===== src/rtl/cfg_seq_pkg.sv =====
package cfg_seq_pkg;

  localparam logic [7:0] TAG_HDR = 8'hD2;
  localparam logic [7:0] TAG_WR  = 8'hCC;
  localparam logic [7:0] TAG_CHK = 8'hCF;
  localparam logic [7:0] TAG_NOP = 8'hC0;
  localparam logic [7:0] HDR_VER = 8'h40;

  localparam int N_WIN = 9;
  localparam logic [31:0] WIN_LO [N_WIN] = '{
    32'h53FA8000, 32'h53FD4000, 32'h63F80000, 32'h63FD8000, 32'h63FDA000,
    32'h70000000, 32'hF0000000, 32'hF8006000, 32'hF8020000};
  localparam logic [31:0] WIN_HI [N_WIN] = '{
    32'h53FABFFF, 32'h53FD7FFF, 32'h63F8FFFF, 32'h63FD9FFF, 32'h63FDAFFF,
    32'hEFFFFFFF, 32'hF7FFFFFF, 32'hF8017FF0, 32'hF805FFFF};

  typedef enum logic [1:0] {K_NOP, K_WR, K_CHK, K_BAD} cmd_kind_t;
  typedef enum logic [1:0] {E_NONE, E_ADDR, E_FMT, E_TMO} err_t;
  typedef enum logic [3:0] {
    S_IDLE, S_HDR, S_CMD, S_WADDR, S_WVAL, S_CADDR, S_CMASK, S_CCNT, S_RD, S_WR
  } seq_state_t;

  function automatic logic [31:0] swap32(input logic [31:0] d);
    return {d[7:0], d[15:8], d[23:16], d[31:24]};
  endfunction

endpackage


===== src/rtl/cfg_addr_filter.sv =====
module cfg_addr_filter
  import cfg_seq_pkg::*;
(
  input  logic [31:0] addr,
  output logic        legal
);
  logic [N_WIN-1:0] hit;

  for (genvar i = 0; i < N_WIN; i++) begin : g_win
    assign hit[i] = (addr >= WIN_LO[i]) && (addr <= WIN_HI[i]);
  end

  assign legal = |hit;
endmodule


===== src/rtl/cfg_cmd_decode.sv =====
module cfg_cmd_decode
  import cfg_seq_pkg::*;
#(
  parameter int LEN_W = 16
) (
  input  logic [31:0]      word,
  input  logic [LEN_W-1:0] off,
  input  logic [LEN_W-1:0] tbl_len,
  output cmd_kind_t        kind,
  output logic [LEN_W-1:0] clen
);
  logic [15:0]    raw_len;
  logic [2:0]     size;
  logic [4:0]     fl;
  logic [LEN_W:0] end_sum;
  logic           fits, size_ok, wr_ok, chk_ok, nop_ok;

  assign raw_len = word[23:8];
  assign clen    = LEN_W'(raw_len);
  assign size    = word[2:0];
  assign fl      = word[7:3];
  assign end_sum = {1'b0, off} + {1'b0, clen};
  assign fits    = end_sum <= {1'b0, tbl_len};
  assign size_ok = (size == 3'd1) || (size == 3'd2) || (size == 3'd4);

  assign nop_ok = (raw_len == 16'd4) && (word[7:0] == 8'h00);
  assign wr_ok  = (raw_len >= 16'd4) && (raw_len[2:0] == 3'd4) && size_ok &&
                  ((fl == 5'd0) || (fl == 5'd1) || (fl == 5'd3));
  assign chk_ok = ((raw_len == 16'd12) || (raw_len == 16'd16)) && size_ok &&
                  (fl[4:2] == 3'd0);

  always_comb begin
    kind = K_BAD;
    if (fits) begin
      unique case (word[31:24])
        TAG_NOP: kind = nop_ok ? K_NOP : K_BAD;
        TAG_WR:  kind = wr_ok  ? K_WR  : K_BAD;
        TAG_CHK: kind = chk_ok ? K_CHK : K_BAD;
        default: kind = K_BAD;
      endcase
    end
  end
endmodule


===== src/rtl/cfg_poll_eval.sv =====
module cfg_poll_eval (
  input  logic [31:0] rdata,
  input  logic [31:0] mask,
  input  logic        any_bit,
  input  logic        want_set,
  output logic        hit
);
  logic [31:0] match;

  assign match = want_set ? (rdata & mask) : (~rdata & mask);
  assign hit   = any_bit ? (match != 32'd0) : (match == mask);
endmodule


===== src/rtl/cfg_rmw.sv =====
module cfg_rmw (
  input  logic [31:0] rd,
  input  logic [31:0] val,
  input  logic [1:0]  op,
  output logic [31:0] wd
);
  always_comb begin
    unique case (op)
      2'b01:   wd = rd & ~val;
      2'b11:   wd = rd | val;
      default: wd = val;
    endcase
  end
endmodule


===== src/rtl/cfg_cmd_seq.sv =====
module cfg_cmd_seq
  import cfg_seq_pkg::*;
#(
  parameter int ROM_AW  = 9,
  parameter int LEN_W   = 16,
  parameter int MAX_LEN = 1768
) (
  input  logic              clk,
  input  logic              rst_n,
  input  logic              start,
  output logic              busy,
  output logic              done,
  output logic              error,
  output logic [1:0]        err_code,
  output logic [LEN_W-1:0]  err_off,
  output logic              rom_valid,
  input  logic              rom_ready,
  output logic [ROM_AW-1:0] rom_addr,
  input  logic [31:0]       rom_data,
  output logic              bus_valid,
  input  logic              bus_ready,
  output logic              bus_write,
  output logic [2:0]        bus_size,
  output logic [31:0]       bus_addr,
  output logic [31:0]       bus_wdata,
  input  logic [31:0]       bus_rdata
);
  localparam logic [LEN_W-1:0] STEP = LEN_W'(4);
  localparam logic [15:0]      LMAX = 16'(MAX_LEN);

  seq_state_t       state;
  logic [LEN_W-1:0] off, tbl_len, cmd_off, cmd_end;
  logic [1:0]       op;
  logic             chk_any, chk_set, has_cnt, is_chk;
  logic [2:0]       size_q;
  logic [31:0]      addr_q, val_q, cnt_q;
  logic             done_q, err_q;
  err_t             code_q;
  logic [LEN_W-1:0] eoff_q;

  logic [31:0]      w;
  logic             rom_hs, bus_hs, legal, hit, hdr_ok;
  logic [15:0]      hdr_len;
  cmd_kind_t        kind;
  logic [LEN_W-1:0] clen, off_nx;
  logic [31:0]      rmw_wd;

  assign w       = swap32(rom_data);
  assign rom_hs  = rom_valid && rom_ready;
  assign bus_hs  = bus_valid && bus_ready;
  assign off_nx  = off + STEP;
  assign hdr_len = w[23:8];
  assign hdr_ok  = (w[31:24] == TAG_HDR) && (w[7:0] == HDR_VER) &&
                   (hdr_len >= 16'd4) && (hdr_len <= LMAX) && (hdr_len[1:0] == 2'b00);

  cfg_addr_filter u_filt (.addr(w), .legal(legal));

  cfg_cmd_decode #(.LEN_W(LEN_W)) u_dec (
    .word(w), .off(off), .tbl_len(tbl_len), .kind(kind), .clen(clen));

  cfg_poll_eval u_poll (
    .rdata(bus_rdata), .mask(val_q), .any_bit(chk_any), .want_set(chk_set), .hit(hit));

  cfg_rmw u_rmw (.rd(bus_rdata), .val(val_q), .op(op), .wd(rmw_wd));

  always_ff @(posedge clk or negedge rst_n) begin
    if (!rst_n) begin
      state   <= S_IDLE;
      off     <= '0;
      tbl_len <= '0;
      cmd_off <= '0;
      cmd_end <= '0;
      op      <= 2'b00;
      chk_any <= 1'b0;
      chk_set <= 1'b0;
      has_cnt <= 1'b0;
      is_chk  <= 1'b0;
      size_q  <= 3'd0;
      addr_q  <= '0;
      val_q   <= '0;
      cnt_q   <= '0;
      done_q  <= 1'b0;
      err_q   <= 1'b0;
      code_q  <= E_NONE;
      eoff_q  <= '0;
    end else begin
      done_q <= 1'b0;
      unique case (state)
        S_IDLE: if (start) begin
          state  <= S_HDR;
          off    <= '0;
          err_q  <= 1'b0;
          code_q <= E_NONE;
          eoff_q <= '0;
        end
        S_HDR: if (rom_hs) begin
          if (!hdr_ok) begin
            state <= S_IDLE; err_q <= 1'b1; code_q <= E_FMT; eoff_q <= '0;
          end else begin
            tbl_len <= LEN_W'(hdr_len);
            off     <= STEP;
            if (hdr_len == 16'd4) begin
              state <= S_IDLE; done_q <= 1'b1;
            end else begin
              state <= S_CMD;
            end
          end
        end
        S_CMD: if (rom_hs) begin
          cmd_off <= off;
          cmd_end <= off + clen;
          off     <= off_nx;
          size_q  <= w[2:0];
          op      <= w[4:3];
          chk_any <= w[3];
          chk_set <= w[4];
          has_cnt <= (clen == LEN_W'(16));
          is_chk  <= (kind == K_CHK);
          unique case (kind)
            K_BAD: begin
              state <= S_IDLE; err_q <= 1'b1; code_q <= E_FMT; eoff_q <= off;
            end
            K_CHK: state <= S_CADDR;
            K_WR:  if (clen != STEP) state <= S_WADDR;
                   else if (off_nx == tbl_len) begin state <= S_IDLE; done_q <= 1'b1; end
                   else state <= S_CMD;
            default: if (off_nx == tbl_len) begin state <= S_IDLE; done_q <= 1'b1; end
                     else state <= S_CMD;
          endcase
        end
        S_WADDR, S_CADDR: if (rom_hs) begin
          if (!legal) begin
            state <= S_IDLE; err_q <= 1'b1; code_q <= E_ADDR; eoff_q <= off;
          end else begin
            addr_q <= w;
            off    <= off_nx;
            state  <= (state == S_WADDR) ? S_WVAL : S_CMASK;
          end
        end
        S_WVAL: if (rom_hs) begin
          val_q <= w;
          off   <= off_nx;
          state <= (op == 2'b00) ? S_WR : S_RD;
        end
        S_CMASK: if (rom_hs) begin
          val_q <= w;
          off   <= off_nx;
          state <= has_cnt ? S_CCNT : S_RD;
        end
        S_CCNT: if (rom_hs) begin
          cnt_q <= w;
          off   <= off_nx;
          state <= S_RD;
        end
        S_RD: if (bus_hs) begin
          if (!is_chk) begin
            val_q <= rmw_wd;
            state <= S_WR;
          end else if (hit) begin
            if (off == tbl_len) begin state <= S_IDLE; done_q <= 1'b1; end
            else state <= S_CMD;
          end else if (has_cnt) begin
            if (cnt_q <= 32'd1) begin
              state <= S_IDLE; err_q <= 1'b1; code_q <= E_TMO; eoff_q <= cmd_off;
            end else begin
              cnt_q <= cnt_q - 32'd1;
            end
          end
        end
        S_WR: if (bus_hs) begin
          if (off != cmd_end) state <= S_WADDR;
          else if (off == tbl_len) begin state <= S_IDLE; done_q <= 1'b1; end
          else state <= S_CMD;
        end
        default: state <= S_IDLE;
      endcase
    end
  end

  assign busy      = (state != S_IDLE);
  assign done      = done_q;
  assign error     = err_q;
  assign err_code  = code_q;
  assign err_off   = eoff_q;
  assign rom_valid = (state == S_HDR) || (state == S_CMD) || (state == S_WADDR) ||
                     (state == S_WVAL) || (state == S_CADDR) || (state == S_CMASK) ||
                     (state == S_CCNT);
  assign rom_addr  = off[ROM_AW+1:2];
  assign bus_valid = (state == S_RD) || (state == S_WR);
  assign bus_write = (state == S_WR);
  assign bus_size  = size_q;
  assign bus_addr  = addr_q;
  assign bus_wdata = val_q;
endmodule


===== config.mk =====
export PLATFORM = sky130hd
export DESIGN_NAME = cfg_cmd_seq
export DESIGN_NICKNAME = d
export VERILOG_FILES = /design/src/rtl/cfg_seq_pkg.sv /design/src/rtl/cfg_addr_filter.sv /design/src/rtl/cfg_cmd_decode.sv /design/src/rtl/cfg_poll_eval.sv /design/src/rtl/cfg_rmw.sv /design/src/rtl/cfg_cmd_seq.sv
export SDC_FILE = /design/constraint.sdc
export NUM_CORES = 1
export LEC_CHECK = 0
export BUFFER_PORTS_ARGS = -buffer_cell sky130_fd_sc_hd__buf_4
export CORE_ASPECT_RATIO = 0.6
export CORE_MARGIN = 5
export CORE_UTILIZATION = 30
export CTS_CLUSTER_SIZE = 12
export DETAILED_ROUTE_END_ITERATION = 12
export HOLD_SLACK_MARGIN = 0.12
export PLACE_DENSITY = 0.59
export SLEW_MARGIN = 20
export SYNTH_ARGS = -nofsm -noshare
export SYNTH_HDL_FRONTEND = slang
export SYNTH_SLANG_ARGS = --single-unit

===== constraint.sdc =====
create_clock -name clk -period 4.35 [get_ports clk]
set_input_delay 0.2175 -clock clk [delete_from_list [all_inputs] [get_ports clk]]
set_output_delay 0.2175 -clock clk [all_outputs]
set_load 0.02 [all_outputs]

; ---- After elaboration in Yosys (flattened, before gate mapping)
; Cells that the tools add are included.
[totals]
reg_bits = 193
elab_cells = 268
in_bits = 69
out_inout_bits = 100
[op_classes]
n_lt_le_gt_ge = 22
n_mux = 102
n_bitwise = 6
n_eq_ne = 58
n_addsub = 4
n_reduce_logical = 58
[ops]
columns = op, count
row1 = 2-to-1 mux 32 bit, 9
row2 = 2-to-1 mux 16 bit, 17
row3 = ">= comparator 32 x 31 -> 1 bit, second input constant", 6
row4 = case mux 32 bit (2 select lines), 3
row5 = "less-or-equal comparator 32 x 31 -> 1 bit, second input constant", 5
row6 = "less-or-equal comparator 32 bit, second input constant", 4
row7 = AND 32 bit, 3
row8 = ">= comparator 32 bit, second input constant", 3
row9 = case mux 16 bit (5 select lines), 1
row10 = NOT 32 bit, 2
row11 = case mux 16 bit (4 select lines), 1
row12 = 2-to-1 mux 4 bit, 15
row13 = 2-to-1 mux 2 bit, 21
row14 = "!= test 2 bit, second input constant", 18
row15 = case mux 4 bit (9 select lines), 1
row16 = == test 16 bit, 2
row17 = == test 32 bit, 1
row18 = "== test 8 bit, second input constant", 4
row19 = "less-or-equal comparator 32 x 1 -> 1 bit, second input constant", 1
row20 = OR 32 bit, 1
row21 = nonzero test 32 bit, 1
row22 = "subtractor 32 x 1 -> 32 bit, second input constant", 1
row23 = 2-to-1 mux 1 bit, 27
row24 = logical AND 1 bit, 21
row25 = 51 further kinds, 82

; ---- Logic depth before layout (Yosys ltp)
; Gate-level depths: netlist of the first run.
[depth]
ltp_word = 13
mapped_depth = 20
ltp_nobuf = 19

; ---- Modules after synthesis
; Synthesis of the first run repeated with hierarchy kept, for this count alone.
[hier_totals]
hier_cells = 1463
hier_area_um2 = 12852.3
[by_module_without_submodules]
columns = module, seq_area_each_um2, area_per_inst_um2, cells_per_inst, n_inst
row1 = cfg_cmd_seq, 4629.4, 10045.9, 1059, 1
row2 = cfg_cmd_decode, 0.0, 1467.7, 206, 1
row3 = cfg_poll_eval, 0.0, 574.3, 90, 1
row4 = cfg_rmw, 0.0, 514.2, 73, 1
row5 = cfg_addr_filter, 0.0, 250.2, 35, 1

; ---- Least setup slack after synthesis of the first run
; Ideal clock, no wire load.
[synth_path]
path_type = reg2reg
from = register off[3]
to = register code_q[0], in the netlist err_code[0]
path_stages_with_launch = 21
arrival_time_ns = 4.501
t_required_ns = 4.225
setup_time_ns = 0.125
slack_ns = -0.276
n_path_buf = 2
synth_period_minus_slack_ns = 4.626
cell_sequence = dfrtp_1 buf_2 inv_1 fa_1 nor2b_1 o31a_1 o221ai_1 a21oi_1 o21a_1 nor2_1 xnor2_1 ha_1 nand2_1 or4_1 o32ai_1 a31oi_1 a211oi_1 o31ai_1 nand4b_4 buf_6 mux2_4
[synth_between]
elab_chain_cells = 6
[synth_rtl]
columns = element, line_no
row1 = "start, declared", cfg_cmd_seq.sv:32  ; logic [LEN_W-1:0] off, tbl_len, cmd_off, cmd_end;
row2 = "start signal, assigned", cfg_cmd_seq.sv:112  ; off <= off_nx;
row3 = "start signal, assigned", cfg_cmd_seq.sv:136  ; off <= off_nx;
row4 = "start signal, assigned", cfg_cmd_seq.sv:142  ; off <= off_nx;
row5 = adder 16 x 16 -> 17 bit, cfg_cmd_decode.sv:22  ; assign end_sum = {1'b0, off} + {1'b0, clen};
row6 = net u_dec.end_sum[14], cfg_cmd_decode.sv:15  ; logic [LEN_W:0] end_sum;
row7 = less-or-equal comparator 17 x 16 -> 1 bit, cfg_cmd_decode.sv:23  ; assign fits = end_sum <= {1'b0, tbl_len};
row8 = 2-to-1 mux 2 bit, cfg_cmd_decode.sv:34  ; if (fits) begin
row9 = == test 2 bit, cfg_cmd_seq.sv:119  ; unique case (kind)
row10 = != test 2 x 1 -> 1 bit (no source line), -
row11 = AND reduction 13 bit (no source line), -
row12 = "end signal, assigned", cfg_cmd_seq.sv:121  ; state <= S_IDLE; err_q <= 1'b1; code_q <= E_FMT; eoff_q <= off;
row13 = "end signal, assigned", cfg_cmd_seq.sv:133  ; state <= S_IDLE; err_q <= 1'b1; code_q <= E_ADDR; eoff_q <= off;
row14 = "end signal, assigned", cfg_cmd_seq.sv:164  ; state <= S_IDLE; err_q <= 1'b1; code_q <= E_TMO; eoff_q <= cmd_off;
row15 = "end, declared", cfg_cmd_seq.sv:38  ; err_t code_q;
; The timed path passes the listed nets, and every way through them passes these cells.
; A chain may end at the register's enable or synchronous reset.

; ---- Worst setup path after layout of the first run
[layout_path]
from = register off[3]
to = register eoff_q[9], in the netlist err_off[9]
[layout_between]
elab_chain_cells = 6
[layout_rtl]
columns = element, line_no
row1 = adder 16 x 16 -> 17 bit, cfg_cmd_decode.sv:22
row2 = net u_dec.end_sum[11], cfg_cmd_decode.sv:15
row3 = less-or-equal comparator 17 x 16 -> 1 bit, cfg_cmd_decode.sv:23
row4 = 2-to-1 mux 2 bit, cfg_cmd_decode.sv:34
row5 = == test 2 bit, cfg_cmd_seq.sv:119
row6 = != test 2 x 1 -> 1 bit (no source line), -
row7 = AND reduction 13 bit (no source line), -
row8 = "end signal, assigned", cfg_cmd_seq.sv:121
row9 = "end signal, assigned", cfg_cmd_seq.sv:133
row10 = "end signal, assigned", cfg_cmd_seq.sv:164
row11 = "end, declared", cfg_cmd_seq.sv:39  ; logic [LEN_W-1:0] eoff_q;
; The timed path passes the listed nets, and every way through them passes these cells.

==> metrics, run 1 <==
Placed Cells incl. Taps 1899; Rel. slew slack 0.254; CP Depth 18; outcome finished with violations; worst hold slack 0.138 ns; Int Power 4900 µW; die area 0.0430 mm²; Reg clk slew, reported paths 0.07 ns; r2r endpoint err_off[9]; Final Non-Filler Cells 1961; H-tree levels 4; Layout area overhead 25.4%; compound-gate portion of the synthesized area 0.204; crit path max fanout 7; cell area power density 577 mW/mm²; CP peak stage delay 0.55 ns; RSZ-0062 raised after global routing true; wire length of the first global-routing pass 65500 µm; Initial Utilization 0.306; Most Frequent Cell on Critical Path ha_1; Gate power share 0.464; failing checks negative setup slack; sequential share of power 0.350; via/cell ratio 5.59; core area 0.0381 mm²; setup ws final -0.0942 ns; dpl hpwl 31500 µm; Mapped Area 0.0117 mm²; Final period util 1.02; NetSw 3550 µW; worst skew pair latency 0.45 ns; Ports 169; CTS sink cnt 185; syn_area_per_cell 9.25 µm²; largest family of logic cells by synthesized area compound AO/OA/AOI/OAI gates; Post-Syn Instances 1260; main flop type after synthesis dfrtp_1; Setup violations, final 20; Unique masters post-synth 78; switch share 0.420; gpl congestion 0.900; Post-route DRC 0; crit path launch type flip-flop; dpl cell area 0.0136 mm²; r2r startpoint off[3]; multiplexer share of the synthesized area 0.0942; hold worst-path end bus_wdata[22]; crit path DAT 4.78 ns; Clk pwr share 0.186; post-route cell area 0.0146 mm²; final core occ 0.384; Post-Synth XOR/XNOR Area 0.0376; Worst setup EP type flip-flop; Cell Chain, Critical Path ha_1 -> a21o_1 -> a21oi_2 -> o21ai_2 -> a2111oi_4 -> buf_4 -> nor3_1 -> xor2_1 -> ha_1 -> nand2_2 -> or4_4 -> o32ai_4 -> a31oi_2 -> a211oi_2 -> o31ai_4 -> nand4b_4 -> buf_12 -> mux2_2; I/O Buffers 166; Post-synth ARST share 1.00; vias in the first global route 10500; Worst R2R Setup Slack -0.09 ns; initial antenna violation count 1; TritonCTS buffer count 17; Tightest Pin Transition 1.11 ns; Synth Area in Simple Gates 0.180; final WL 43100 µm; drt pass-1 iters 6; Setup Skew 0.0123 ns; dominant cell type by area after synthesis dfrtp_1; TritonCTS clock tree yes; ANT nets after route 0; row count 55; hold_sp bus_rdata[22]; VDD IR-drop max 265 µV; Die Span X 265 µm; fmax 225 MHz; Die H 163 µm; Max stage delay cell, worst path or4_4; Worst Path Buf+Inv 2; WL per Instance 22.0 µm; register area share after synthesis 0.397; Hold Crit Class in2reg; critical path's top delay family compound AO/OA/AOI/OAI gates; layout cells sized above 1 0.281; max-cap violation count 0; final hold violations 0; buffer levels on the longest clock path 2; Post-synth EDFFs 0; Final Critical Period 4.44 ns; data required time of the worst path 4.68 ns; via count 11000; largest net degree at the start of global routing 115; CP Class reg2reg; top cells by area, synth dfrtp_1, mux2_2, nor2_1; R2R cell count 18; clock root cell clkbuf_16; proportion of netlist area held by the largest area contributor 0.397; GR Overflow Total 0; Post-Synth Adder-Cell Area 0.0371; Post-Route Setup TNS -1.43 ns; Synth Warn # 0; Max Slew Vio Count 0; Initial DRC Count 1256; fin nets 1537; Hold Path Depth 4; Synth Register Bits 185; GRT Overall Usage 0.196; leak pwr 0.00633 µW
[worst max path at each step]
stage	slack [ns]	startpoint	end
2_1_floorplan	0.02	off[3]	err_code[0]
3_3_place_gp	-0.03	off[3]	err_off[14]
3_5_place_dp	-0.15	off[3]	err_off[11]
4_1_cts	-0.03	off[2]	err_off[15]
5_1_grt	-0.25	off[3]	err_off[15]
6_report	-0.09	off[3]	err_off[9]
[synth_stat cells, drive strengths merged, types with 6 or more instances]
master and number:
o21ai 67, o22ai 7, and3 6, a211oi 7, a21o 6, inv 42
mux2 88, a21oi 88, nand2b 31, nor2b 12, ha 33, nand2 65
or4 8, o41ai 7, a22oi 26, dfrtp 185, o2111ai 9, nand3 20
o22a 33, o21a 19, nand4 24, o2bb2ai 9, or2 7, nor4 23
nand3b 7, buf 35, nor3 23, a22o 18, o31ai 11, xnor2 38
nor2 160, mux2i 7, xor2 12, clkbuf 55, a31oi 16
[cells by family (layout without fill, tap and decap cells)]
| family | after synthesis | in the layout |
|---|---|---|
| and+or+nand+nor | 410 | 410 |
| AOI/OAI and AO/OA | 353 | 353 |
| DFF | 185 | 185 |
| buffers and inverters | 132 | 318 |
| muxes | 95 | 95 |
| xor gates and xnor gates | 50 | 50 |
| adders and majority gates | 34 | 34 |
| other | 1 | 3 |
[power groups by stage]
stage | combinational [µW] | clock, µW | sequential, µW
5_1_grt | 4220 | 1680 | 3040
4_1_cts | 3880 | 1600 | 2940
3_3_place_gp | 3710 | 0 | 2940
6_report | 3920 | 1570 | 2950
3_5_place_dp | 3750 | 0 | 2960
2_1_floorplan | 1980 | 0 | 3210
[layout make-up]
cell class              count  area (µm²)
diodes                      1        2.50
repair buffers            244        1950
clock inverters            13         119
flip-flops and latches    185        4630
well taps                 513         642
inverters                  42         158
fillers                  3773       23400
multi-input cells         944        6670
clock buffers              19         453
[per-layer routing]
| layer | GRT usage | vias to the layer above | part of all wire |
|---|---|---|---|
| met3 | 0.0636 | 46 | 0.094 |
| met1 | 0.302 | 5481 | 0.49 |
| met2 | 0.262 | 480 | 0.40 |
| met5 | 0 | - | 0 |
| li1 | - | 4947 | - |
| met4 | 0.0402 | 0 | 0.014 |
[flip-flops by register name, summed over array words and instances, names as in the netlist, 2 cells and up]
signal,count
cnt_q,32
cmd_off,14
tbl_len,16
err_code,2
off,14
err_off,14
bus_addr,32
bus_size,3
op,2
cmd_end,16
bus_wdata,32
state,4
[layout by cell type (no fill, tap or decap), types with 19 or more instances in the layout]
master / count
a21oi_1: 84
a22oi_1: 25
buf_4: 220
dfrtp_1: 185
ha_1: 30
inv_1: 42
mux2_2: 74
nand2_1: 62
nand2b_1: 31
nand4_1: 24
nor2_1: 157
nor3_1: 23
nor4_1: 20
o21a_1: 19
o21ai_0: 64
o22a_1: 33
xnor2_1: 38
[timing repair]
action,in CTS,in global routing
setup buffers,6,3
cloned,1,0
endpoints found under the hold margin,138,0
resized for setup,17,21
endpoints found under the setup margin,17,22
hold buffers,18,0
pin swaps,8,9
[metrics by stage]
step                power (µW)  setup slack [ns]
finish                    8440           -0.0942
global route              8940            -0.245
CTS                       8420           -0.0258
detailed placement        6720            -0.150
global placement          6650           -0.0334
floorplan                 5190            0.0208
[tightest hold or removal path, stage by stage]
cell	delay, ns
buf_4	0.09
nor2_1	0.04
nor2_1	0.08
o22a_1	0.13
(Power assumes the default switching activity.)
==> run 2, diff against run 1 <==
--- a/config.mk
+++ b/config.mk
@@ -5,6 +5,7 @@
 export SDC_FILE = /design/constraint.sdc
 export NUM_CORES = 1
 export LEC_CHECK = 0
+export ABC_AREA = 1
 export BUFFER_PORTS_ARGS = -buffer_cell sky130_fd_sc_hd__buf_4
 export CORE_ASPECT_RATIO = 0.6
 export CORE_MARGIN = 5
@@ -17,3 +18,4 @@
 export SYNTH_ARGS = -nofsm -noshare
 export SYNTH_HDL_FRONTEND = slang
 export SYNTH_SLANG_ARGS = --single-unit
+export TNS_END_PERCENT = 20
==> metrics, run 2 <==
outcome complete, no violations; row count 59 (+7.3%); fmax 253 MHz (+12%); worst skew pair latency 0.46 ns (about the same); Post-synth ARST share 1.00 (unchanged); R2R cell count 20 (+2); top-count cell post-synth nand2_1; vias in the first global route 12100 (+16%); H-tree levels 4 (unchanged); Cell Chain, Critical Path ha_1 -> inv_1 -> o21ai_0 -> a21oi_1 -> nand2_1 -> a21boi_1 -> o21ai_0 -> xor2_1 -> inv_1 -> ha_1 -> nand2_1 -> nor3_1 -> buf_4 -> nand3_1 -> a21boi_1 -> o211ai_2 -> buf_4 -> buf_12 -> nand4_1 -> nand2_1; register area share after synthesis 0.347 (-0.0502); WL per Instance 19.7 µm (-11%); Unique masters post-synth 49 (-37%); VDD IR-drop max 272 µV (+2.5%); Hold Path Depth 3 (-1); crit path DAT 4.31 ns (-0.47 ns); hold worst-path end cnt_q[24]; I/O Buffers 166 (unchanged); largest net degree at the start of global routing 95 (-17%); Reg clk slew, reported paths 0.08 ns (about the same); buffer levels on the longest clock path 2 (unchanged); Post-synth EDFFs 0 (unchanged); dominant cell type by area after synthesis dfrtp_1; Final period util 0.909 (-0.112); TritonCTS buffer count 17 (unchanged); Max stage delay cell, worst path dfrtp_1; Post-route DRC 0 (unchanged); r2r startpoint off[6]; r2r endpoint err_code[0]; RSZ-0062 raised after global routing false; CTS sink cnt 185 (unchanged); Worst setup EP type flip-flop; max-cap violation count 0 (unchanged); die area 0.0489 mm² (+14%); post-CTS setup repair buffer count 0 (-6); final WL 53400 µm (+24%); Post-Route Setup TNS 0 ns (+1.43 ns); TritonCTS clock tree yes; crit path max fanout 10 (+3); final hold violations 0 (unchanged); fin nets 2224 (+45%); commonest non-fill, non-tap cell in the layout nand2_1; Placed Cells incl. Taps 2663 (+40%); Ports 169 (unchanged); clock root cell clkbuf_16; dpl hpwl 41400 µm (+31%); worst hold slack 0.130 ns (-0.00824 ns); layout cells sized above 1 0.142 (-0.138); drt pass-1 iters 6 (unchanged); Setup Skew 0.0146 ns (+0.00231 ns); wire length of the first global-routing pass 78600 µm (+20%); CP Class reg2reg; Die H 173 µm (+6.6%); Initial DRC Count 1749 (+39%); core area 0.0436 mm² (+15%); top cells by area, synth dfrtp_1, nand2_1, o21ai_0; Final Critical Period 3.96 ns (-0.489 ns); Post-Syn Instances 1975 (+57%); CP peak stage delay 0.50 ns (-0.05 ns); Synth Register Bits 185 (unchanged); commonest non-fill, non-tap cells in the layout nand2_1, inv_1, nor2_1, buf_4, dfrtp_1; Max Slew Vio Count 0 (unchanged); Final Non-Filler Cells 2714 (+38%); Layout area overhead 19.0%; syn_area_per_cell 6.76 µm² (-27%); final core occ 0.364 (-0.0203); Most Frequent Cell on Critical Path nand2_1; Worst R2R Setup Slack 0.39 ns (+0.49 ns); synth cell count leaders nand2_1, inv_1, nor2_1; data required time of the worst path 4.70 ns (+0.02 ns); cell area power density 284 mW/mm² (-51%); crit path launch type flip-flop; Rel. slew slack 0.417 (+0.163); Tightest Pin Transition 0.874 ns (-0.235 ns); Initial Utilization 0.306 (-0.000503); ANT nets after route 0 (unchanged); via/cell ratio 5.09 (-8.9%); leak pwr 0.00799 µW (+26%); GRT Overall Usage 0.211 (+0.0154); Hold Crit Class in2reg; Setup violations, final 0 (-100%); Synth Warn # 0 (unchanged); main flop type after synthesis dfrtp_1; Die Span X 282 µm (+6.7%); hold_sp rom_data[0]; via count 13800 (+26%); initial antenna violation count 3 (+2); gpl congestion 0.938 (+4.2%); Mapped Area 0.0133 mm² (+14%); proportion of netlist area held by the largest area contributor 0.347 (-0.0502); GR Overflow Total 0 (unchanged)
==> run 2: changes by cell type in the layout (fill, tap and decap cells not counted), moves of 24 or more <==
cell      delta
mux2_2      -74
nor2_1      +58
buf_4       -27
inv_1      +178
nand4_1     +29
o22a_1      -33
xor2_1      +24
o21ai_0    +111
a22oi_1     -24
o21ai_2     +27
nand2b_1    -31
nand3_1     +94
nand2_1    +537
a21oi_1     -48
==> run 2: cell type report <==
cell class | instances | area, µm²
repair buffers | 214 | 1680
clock inverters | 15 | 199
multi-input cells | 1476 | 7360
clock buffers | 17 | 425
inverters | 227 | 855
flip-flops and latches | 185 | 4630
diodes | 1 | 2.50
well taps | 579 | 724
fillers | 4695 | 27800
==> run 2: logic make-up (layout without fill, tap and decap cells) <==
kind of cell | count (synthesis) | count (layout) | synth area share
adder cells (fa/ha/maj) | 34 | 34 | 0.0324
buffers and inverters | 315 | 473 | 0.103
AO/OA/AOI/OAI | 336 | 336 | 0.149
flip-flops | 185 | 185 | 0.347
AND/OR/NAND/NOR | 1050 | 1050 | 0.333
XOR/XNOR | 54 | 54 | 0.0354
other | 1 | 3 | 0.000281
==> run 2: metrics by stage <==
stage                     setup slack (ns)  power [µW]  area, µm²
after global placement               0.327        2830      15100
final                                0.395        4500      15900
after CTS                            0.189        4520      15900
after detailed placement             0.231        2840      15100
after floorplan                      0.976        2440      13300
after global routing                0.0383        4700      15900
==> run 2: critical path: cells and delay by family, from the launching register on <==
kind	cells	cell delay, ns
AND/OR/NAND/NOR	6	0.61
AO/OA/AOI/OAI	6	1.12
XOR/XNOR	1	0.23
buffers and inverters	5	0.73
flip-flops	1	0.50
adder cells (fa/ha/maj)	2	0.65
==> run 2: metal layers <==
layer  vias to the layer above  track usage  wire (µm)
met4                         2       0.0347        757
met2                       644        0.258      19100
met5                         -            0          8
met3                        42       0.0592       5870
met1                      6464        0.357      27600
li1                       6663            -          -
==> run 2: how the worst max path moves through the flow <==
stage                      start           to  slack (ns)  depth (start not counted)
after floorplan           off[6]  err_code[0]        0.98                         18
after global placement    off[6]   err_off[4]        0.33                         20
after detailed placement  off[6]   err_off[4]        0.23                         20
after CTS                 off[6]   err_off[4]        0.19                         20
after global routing      off[6]  err_code[0]        0.04                         20
final                     off[6]  err_code[0]        0.39                         20
==> run 2: what timing repair did <==
item	4_1_cts	5_1_grt
setup endpoints to repair	0	20
hold buffers	18	0
resized for setup	0	3
hold endpoints to repair	109	0
==> run 2: power by group <==
group	total (µW)	leakage [µW]	switching [µW]	internal (µW)
Sequential	1830	0.00229	58.1	1770
Combinational	1020	0.00540	716	300
Clock	1660	0.000299	873	787
Total	4500	0.00799	1650	2860
